### src/rtl/mdio_mgmt_pkg.sv
package mdio_mgmt_pkg;
    localparam int REG_W      = 32;
    localparam int VAL_W      = 16;
    localparam int PHYA_W     = 5;
    localparam int BODY_W     = 32;
    localparam int PRE_LEN    = 32;
    localparam int FRAME_MAX  = PRE_LEN + BODY_W;
    localparam int NBIT_W     = $clog2(FRAME_MAX + 1);
    localparam int DIV_W      = 8;

    localparam logic [3:0] WI_CFG  = 4'd12;
    localparam logic [3:0] WI_CTL  = 4'd13;
    localparam logic [3:0] WI_DATA = 4'd14;
    localparam logic [3:0] WI_ADDR = 4'd15;

    typedef enum logic [1:0] {
        FK_ADDR  = 2'd0,
        FK_WRITE = 2'd1,
        FK_READ  = 2'd2
    } frame_kind_e;

    typedef struct packed {
        logic              ext;
        logic              no_pre;
        logic [PHYA_W-1:0] port;
        logic [PHYA_W-1:0] dev;
        logic [VAL_W-1:0]  payload;
        frame_kind_e       kind;
    } frame_req_t;

    typedef struct packed {
        logic [FRAME_MAX-1:0] bits;
        logic [NBIT_W-1:0]    nbits;
        logic                 is_read;
    } frame_t;

    function automatic frame_t build_frame(input frame_req_t r);
        frame_t            f;
        logic [1:0]        st;
        logic [1:0]        op;
        logic [BODY_W-1:0] body;
        if (r.ext) begin
            st = 2'b00;
            case (r.kind)
                FK_ADDR:  op = 2'b00;
                FK_WRITE: op = 2'b01;
                default:  op = 2'b11;
            endcase
        end else begin
            st = 2'b01;
            op = (r.kind == FK_READ) ? 2'b10 : 2'b01;
        end
        body = {st, op, r.port, r.dev, 2'b10, r.payload};
        if (r.no_pre) begin
            f.bits  = {body, {PRE_LEN{1'b0}}};
            f.nbits = NBIT_W'(BODY_W);
        end else begin
            f.bits  = {{PRE_LEN{1'b1}}, body};
            f.nbits = NBIT_W'(FRAME_MAX);
        end
        f.is_read = (r.kind == FK_READ);
        return f;
    endfunction
endpackage

### src/rtl/mdio_mdc_gen.sv
module mdio_mdc_gen
    import mdio_mgmt_pkg::*;
(
    input  logic             clk,
    input  logic             rst,
    input  logic             run,
    input  logic [DIV_W-1:0] div,
    output logic             mdc,
    output logic             rise_p,
    output logic             fall_p
);
    logic [DIV_W-1:0] cnt;
    logic             tick;

    assign tick   = run && (cnt == div);
    assign rise_p = tick && !mdc;
    assign fall_p = tick && mdc;

    always_ff @(posedge clk) begin
        if (rst || !run) begin
            cnt <= '0;
            mdc <= 1'b0;
        end else if (tick) begin
            cnt <= '0;
            mdc <= ~mdc;
        end else begin
            cnt <= cnt + 1'b1;
        end
    end
endmodule

### src/rtl/mdio_frame_engine.sv
module mdio_frame_engine
    import mdio_mgmt_pkg::*;
(
    input  logic             clk,
    input  logic             rst,
    input  logic             start,
    input  frame_t           frm,
    input  logic             rise_p,
    input  logic             fall_p,
    input  logic             mdio_i,
    output logic             busy,
    output logic             mdio_o,
    output logic             mdio_oe,
    output logic             rd_done,
    output logic [VAL_W-1:0] rx_data,
    output logic             rd_err
);
    localparam logic [NBIT_W-1:0] TA_FIRST  = NBIT_W'(VAL_W + 2);
    localparam logic [NBIT_W-1:0] TA_SECOND = NBIT_W'(VAL_W + 1);
    localparam logic [NBIT_W-1:0] LAST_VAL  = NBIT_W'(VAL_W);

    logic [FRAME_MAX-1:0] sh;
    logic [NBIT_W-1:0]    remain;
    logic                 is_rd;
    logic                 last_fall;

    assign last_fall = busy && fall_p && (remain == NBIT_W'(1));
    assign rd_done   = last_fall && is_rd;
    assign mdio_o    = busy && sh[FRAME_MAX-1];
    assign mdio_oe   = busy && !(is_rd && (remain <= TA_FIRST));

    always_ff @(posedge clk) begin
        if (rst) begin
            sh      <= '0;
            remain  <= '0;
            busy    <= 1'b0;
            is_rd   <= 1'b0;
            rx_data <= '0;
            rd_err  <= 1'b0;
        end else if (start && !busy) begin
            sh      <= frm.bits;
            remain  <= frm.nbits;
            busy    <= 1'b1;
            is_rd   <= frm.is_read;
            rx_data <= '0;
            rd_err  <= 1'b0;
        end else if (busy) begin
            if (rise_p && is_rd) begin
                if (remain == TA_SECOND && mdio_i)
                    rd_err <= 1'b1;
                if (remain <= LAST_VAL)
                    rx_data <= {rx_data[VAL_W-2:0], mdio_i};
            end
            if (fall_p) begin
                if (last_fall) begin
                    busy <= 1'b0;
                end else begin
                    sh     <= sh << 1;
                    remain <= remain - 1'b1;
                end
            end
        end
    end
endmodule

### src/rtl/mdio_reg_file.sv
module mdio_reg_file
    import mdio_mgmt_pkg::*;
(
    input  logic             clk,
    input  logic             rst,
    input  logic             wen,
    input  logic [3:0]       waddr,
    input  logic [REG_W-1:0] wdata,
    input  logic [3:0]       raddr,
    output logic [REG_W-1:0] rdata,
    input  logic             busy,
    input  logic             rd_done,
    input  logic [VAL_W-1:0] rx_data,
    input  logic             rd_err,
    output logic             start,
    output frame_req_t       req,
    output logic [DIV_W-1:0] div
);
    logic              ext_q;
    logic              nopre_q;
    logic [PHYA_W-1:0] port_q;
    logic [PHYA_W-1:0] dev_q;
    logic [VAL_W-1:0]  data_q;
    logic [VAL_W-1:0]  addr_q;
    logic              accept;

    assign accept = wen && !busy;
    assign div    = '0 | div_q_w;

    logic [DIV_W-1:0] div_q_w;

    always_comb begin
        start       = 1'b0;
        req.ext     = ext_q;
        req.no_pre  = nopre_q;
        req.port    = port_q;
        req.dev     = dev_q;
        req.payload = wdata[VAL_W-1:0];
        req.kind    = FK_WRITE;
        case (waddr)
            WI_CTL: begin
                start       = accept && wdata[15];
                req.kind    = FK_READ;
                req.no_pre  = wdata[10];
                req.port    = wdata[9:5];
                req.dev     = wdata[4:0];
                req.payload = '1;
            end
            WI_DATA: start = accept;
            WI_ADDR: begin
                start    = accept && ext_q;
                req.kind = FK_ADDR;
            end
            default: start = 1'b0;
        endcase
    end

    always_ff @(posedge clk) begin
        if (rst) begin
            ext_q   <= 1'b0;
            nopre_q <= 1'b0;
            port_q  <= '0;
            dev_q   <= '0;
            data_q  <= '0;
            addr_q  <= '0;
            div_q_w <= '0;
        end else begin
            if (accept) begin
                case (waddr)
                    WI_CFG: begin
                        div_q_w <= wdata[15:8];
                        ext_q   <= wdata[6];
                    end
                    WI_CTL: begin
                        nopre_q <= wdata[10];
                        port_q  <= wdata[9:5];
                        dev_q   <= wdata[4:0];
                    end
                    WI_DATA: data_q <= wdata[VAL_W-1:0];
                    WI_ADDR: addr_q <= wdata[VAL_W-1:0];
                    default: ;
                endcase
            end
            if (rd_done)
                data_q <= rx_data;
        end
    end

    always_comb begin
        case (raddr)
            WI_CFG:  rdata = {16'h0, div_q_w, 1'b0, ext_q, 4'h0, rd_err, busy};
            WI_CTL:  rdata = {16'h0, 1'b0, 4'h0, nopre_q, port_q, dev_q};
            WI_DATA: rdata = {busy, 15'h0, data_q};
            WI_ADDR: rdata = {16'h0, addr_q};
            default: rdata = '0;
        endcase
    end
endmodule

### src/rtl/mdio_mgmt_master.sv
module mdio_mgmt_master
    import mdio_mgmt_pkg::*;
(
    input  logic        clk,
    input  logic        rst,
    input  logic        reg_wen,
    input  logic [3:0]  reg_waddr,
    input  logic [31:0] reg_wdata,
    input  logic [3:0]  reg_raddr,
    output logic [31:0] reg_rdata,
    output logic        mdc,
    output logic        mdio_o,
    output logic        mdio_oe,
    input  logic        mdio_i
);
    logic             start;
    frame_req_t       req;
    frame_t           frm;
    logic [DIV_W-1:0] div;
    logic             eng_busy;
    logic             eng_err;
    logic             rd_done;
    logic [VAL_W-1:0] rx_data;
    logic             rise_p;
    logic             fall_p;

    assign frm = build_frame(req);

    mdio_reg_file u_regs (
        .clk(clk), .rst(rst),
        .wen(reg_wen), .waddr(reg_waddr), .wdata(reg_wdata),
        .raddr(reg_raddr), .rdata(reg_rdata),
        .busy(eng_busy), .rd_done(rd_done), .rx_data(rx_data), .rd_err(eng_err),
        .start(start), .req(req), .div(div)
    );

    mdio_mdc_gen u_mdc (
        .clk(clk), .rst(rst), .run(eng_busy), .div(div),
        .mdc(mdc), .rise_p(rise_p), .fall_p(fall_p)
    );

    mdio_frame_engine u_eng (
        .clk(clk), .rst(rst), .start(start), .frm(frm),
        .rise_p(rise_p), .fall_p(fall_p), .mdio_i(mdio_i),
        .busy(eng_busy), .mdio_o(mdio_o), .mdio_oe(mdio_oe),
        .rd_done(rd_done), .rx_data(rx_data), .rd_err(eng_err)
    );
endmodule

### config.mk
export PLATFORM = sky130hd
export DESIGN_NAME = mdio_mgmt_master
export DESIGN_NICKNAME = d
export VERILOG_FILES = /design/src/rtl/mdio_mgmt_pkg.sv /design/src/rtl/mdio_mdc_gen.sv /design/src/rtl/mdio_frame_engine.sv /design/src/rtl/mdio_reg_file.sv /design/src/rtl/mdio_mgmt_master.sv
export SDC_FILE = /design/constraint.sdc
export NUM_CORES = 1
export LEC_CHECK = 0
export BUFFER_PORTS_ARGS = -buffer_cell sky130_fd_sc_hd__buf_2
export CORE_ASPECT_RATIO = 0.5
export CORE_MARGIN = 2
export CORE_UTILIZATION = 60
export DETAILED_ROUTE_END_ITERATION = 16
export PLACE_DENSITY_LB_ADDON = 0.15
export SLEW_MARGIN = 20
export SYNTH_ARGS = -nofsm -noshare
export SYNTH_HDL_FRONTEND = slang
export SYNTH_SLANG_ARGS = --single-unit
### constraint.sdc
create_clock -name clk -period 5.9 [get_ports clk]
set_input_delay 0.885 -clock clk [delete_from_list [all_inputs] [get_ports clk]]
set_output_delay 0.885 -clock clk [all_outputs]
set_load 0.05 [all_outputs]
Word level (Yosys, flattened, before mapping)
Cells that the tools add are included.

storage, ports and cells
  output and inout bits = 35
  logic and storage cells = 91
  register bits after elaboration = 151
  input bits = 44

operators by class
  muxes and demuxes = 24
  eq/ne operators = 14
  reduce and logical (&&, ||, !) cells = 33
  add/sub/neg operators = 2
  bitwise gates (word level) = 1
  $lt $le $gt $ge = 2

operator list
  operator                                                        count
  two-way mux 64 bit                                              4
  one-hot mux 32 bit (4 select lines)                             1
  two-way mux 71 bit                                              1
  two-way mux 16 bit                                              3
  == test 4 bit, second input constant                            8
  two-way mux 7 bit                                               4
  two-way mux 27 bit                                              1
  logical AND 1 bit                                               15
  less-or-equal comparator 7 x 5 -> 1 bit, second input constant  2
  AND reduction 3 bit                                             3
  adder 8 x 1 -> 8 bit, second input constant                     1
  == test 8 bit                                                   1
  one-hot mux 2 bit (2 select lines)                              2
  AND reduction 2 bit                                             4
  nonzero test 2 bit                                              4
  == test 7 x 1 -> 1 bit, second input constant                   1
  == test 7 x 5 -> 1 bit, second input constant                   1
  subtractor 7 x 1 -> 7 bit, second input constant                1
  two-way mux 1 bit                                               5
  two-way mux 2 bit                                               2
  OR reduction 2 bit                                              2
  logical NOT 1 bit                                               3
  one-hot mux 1 bit (3 select lines)                              1
  == test 2 x 1 -> 1 bit, second input constant                   1
  other kinds (5)                                                 5

Logic depth before layout (Yosys ltp)
  depth in word-level cells = 9
  gate-level depth with buffers = 10
  gate-level depth less buffers = 7

Modules after synthesis
A second synthesis with hierarchy kept.

second synthesis, totals
  cells, all modules = 902
  area total of the unflattened synthesis = 7763.7 µm²

modules (own cells, without submodules)
  module             times used  sequential area each (µm²)  area each (µm²)  cells an instance
  mdio_frame_engine  1           1801.7                      3768.6           404
  mdio_reg_file      1           1041.0                      3080.5           376
  mdio_mdc_gen       1           180.2                       476.7            50
  mdio_mgmt_master   1           0.0                         437.9            72

Worst setup path before layout
Ideal clock, no wire load.

  kind = input-to-output
  start = in reg_raddr[2]
  end = out reg_rdata[31]
  data required time = 5.015 ns
  buffers on the path = 1
  arrival time = 2.269 ns
  stages = 4
  slack = 2.746 ns
  cells stage by stage = nand2_1 nor3b_1 clkbuf_1 and2_1

on the way
  cells in the longest elaborated chain, start to end = 2
  elaborated cells on any way between the ends = 5
  classes of those cells = 4 x eq/ne; 1 x mux

RTL lines
  element                                line                    RTL
  start, declared                        mdio_mgmt_master.sv:9   input logic [3:0] reg_raddr,
  == test 4 bit                          mdio_reg_file.sv:90     case (raddr)
  one-hot mux 32 bit (4 select lines) *  mdio_reg_file.sv:90
  end, declared                          mdio_mgmt_master.sv:10  output logic [31:0] reg_rdata,

Every way passes the cells marked *; elsewhere a longest branch is shown, timed or not.

Final worst setup path
  start = in reg_raddr[1]
  end = out reg_rdata[3]

The elaborated chain is that of the path after synthesis.

==> out/metrics.csv <==
metric,value,unit
Pre-antenna DRT Iters,4,
Routed WL per cell,18.8,um
Tmin final,3.22,ns
Post-CTS Setup Bufs,0,
clk_skew,0.0106,ns
die area,13200,sq um
dominant synthesized flop cell,dfxtp_1,
die width,161,um
Multi-input gate area,3930,sq um
vias in the first global route,5737,
register area share after synthesis,41.0,%
PostCTS Resize Cnt,0,
Leak Pwr,3.27,nW
initial antenna violation count,0,
CTS tree,yes,
PwrDens,284,nW/um^2
"Slew Viols, Final",0,
Fmax achieved,311,MHz
clk root buf,clkbuf_16,
nets,901,
Finish-stage setup viols,0,
DRT antenna net count,0,
Gate Count Post-Synth,851,
CTS Hold Bufs,0,
crit start category,input port,
diode count,0,
crit path DAT,2.33,ns
Peak VDD IR,0.191,mV
clk_lat worst skew,0.42,ns
number of H-tree levels,4,
Slew @ Worst Pin,1.08,ns
top post-synthesis cells by area,"dfxtp_1 41%, mux2i_1 9.9%, nor2_1 7.1%",
hpwl dp,12.1,mm
"commonest cells after routing, fill and taps aside","151 x dfxtp_1, 140 x nor2_1, 73 x mux2i_1",
first-pass GRT wire length,30.4,mm
Cells after DPL,999,
clock net sink count,151,
Worst-path clk slew,0.07,ns
Top Ports,79,
CTS Buf Count,17,
Mapped Area,7370,sq um
Fillers,1000,
post-synth top area cell,dfxtp_1,
total of max-cap violations,0,
Port Buffers,47,
Vias,6524,
"Period Utilization, post-route",54.5,%
synthesis-to-layout area growth,10.7,%
Vias/cell,6.33,
Hold Path Class,reg -> reg,
register bit total from synthesis,151,
RSZ-0062 raised after global routing,false,
GR Util All Layers,29.3,%
Post-Route WL,19.4,mm
Synth Warn #,0,
Final Hold Viols,0,
CP Class,in -> out,
Die Span Y,82.4,um
core area,11900,sq um
Avg Inst Size Synth,8.66,sq um
Slew Limit Headroom,27.9,%
"commonest non-fill, non-tap cell in the layout",dfxtp_1,
Synth top area share,41.0,%
# DRC,0,
Layout Cells excl Fill,1031,
CP required,5.02,ns
Cell variety after synth,56,
run status,completed,
GP Congestion,0.816,
share of post-route cells with drive strength above 1,14.3,%
register area,3020,sq um
1st-iter DRT viols,709,
async set-or-reset flop fraction in the synthesized netlist,0,%
Row Count,28,
Clock Tree Buf Depth,2,
global route overflow,0,
largest net degree at the start of global routing,96,
Starting Density,61.9,%
Final TNS setup,0,ns
largest fanout on the critical path,16,
"EDFF count, synth",0,
Setup crit end kind,output port,
-- layer usage --
layer,GRT usage [%],wire length (um)
met3,7.29,1750
met4,7.59,159
met5,0,0
met2,46.4,8620
met1,40.6,8880
-- area by class of cell --
| cell class | count | area share, % |
|---|---|---|
| multi-input combinational | 604 | 48.2 |
| clock inverter | 15 | 2.02 |
| clock buffer | 17 | 5.22 |
| tap | 165 | 2.53 |
| sequential | 151 | 37.1 |
| timing repair buffer | 60 | 4.11 |
| inverter | 19 | 0.874 |
-- critical path, stage by stage --
cell and delay, ns:
buf_2 0.10, and4_1 0.67, a222oi_1 0.29, inv_1 0.11
buf_2 0.26
-- synthesized netlist by cell type (all sizes together), types with 5 or more instances --
cell and n:
dfxtp 151, nor2 140, nor3 74, mux2i 73, clkbuf 54, buf 37
nand2 36, a21oi 33, a211oi 21, a2111oi 19, inv 19, or3 17
a221oi 15, nor3b 14, a22oi 13, a311oi 13, o21bai 11, xnor2 11
a222oi 10, nand3b 10, nand3 9, a31oi 8, o21ai 7, xor2 5
-- registers in the layout, summed over array words and instances, names as in the netlist, 5 cells and up --
register       count
u_eng.sh          64
u_eng.rx_data     16
u_regs.addr_q     16
u_regs.data_q     16
u_mdc.cnt          8
u_regs.div         8
u_eng.remain       7
u_regs.dev_q       5
u_regs.port_q      5
-- power breakdown --
part | total (mW) | internal, mW | switching, mW
Sequential | 1.05 | 1.04 | 0.0139
Clock | 1.10 | 0.632 | 0.466
Combinational | 0.162 | 0.0474 | 0.115
-- path summary, 6_finish.rpt --
check                from           end  slack [ns]  depth (start not counted)
max reg2reg    u_eng.busy  u_eng.sh[60]        2.75                          6
max          reg_raddr[1]  reg_rdata[3]        2.68                          5
min          u_eng.sh[31]  u_eng.sh[31]        0.45                          2
min reg2reg  u_eng.sh[31]  u_eng.sh[31]        0.45                          2
-- metrics by stage --
| stage | setup slack [ns] | power (mW) | utilization [%] | area, sq um | hold slack [ns] |
|---|---|---|---|---|---|
| finish | 2.68 | 2.31 | 68.5 | 8160 | 0.455 |
| global route | 2.58 | 2.38 | 68.5 | 8160 | 0.488 |
| CTS | 2.71 | 2.32 | 68.4 | 8150 | 0.456 |
| detailed placement | 2.32 | 1.23 | 63.4 | 7560 | 0.447 |
| global placement | 2.40 | 1.23 | 63.4 | 7560 | 0.441 |
| floorplan | 2.75 | 1.19 | - | 7420 | 0.431 |
-- logic make-up (layout without fill, tap and decap cells) --
kind of cell               after synthesis  count (layout)  synth area share, %
other                                    1              15               0.0509
xor gates and xnor gates                16              16                 1.90
buffers and inverters                  110             111                 6.89
DFF                                    151             151                 41.0
and+or+nand+nor                        330             330                 21.6
adders and majority gates                4               4                0.679
muxes                                   74              74                 10.1
AOI/OAI and AO/OA                      165             165                 17.8
(Power assumes the default switching activity.)
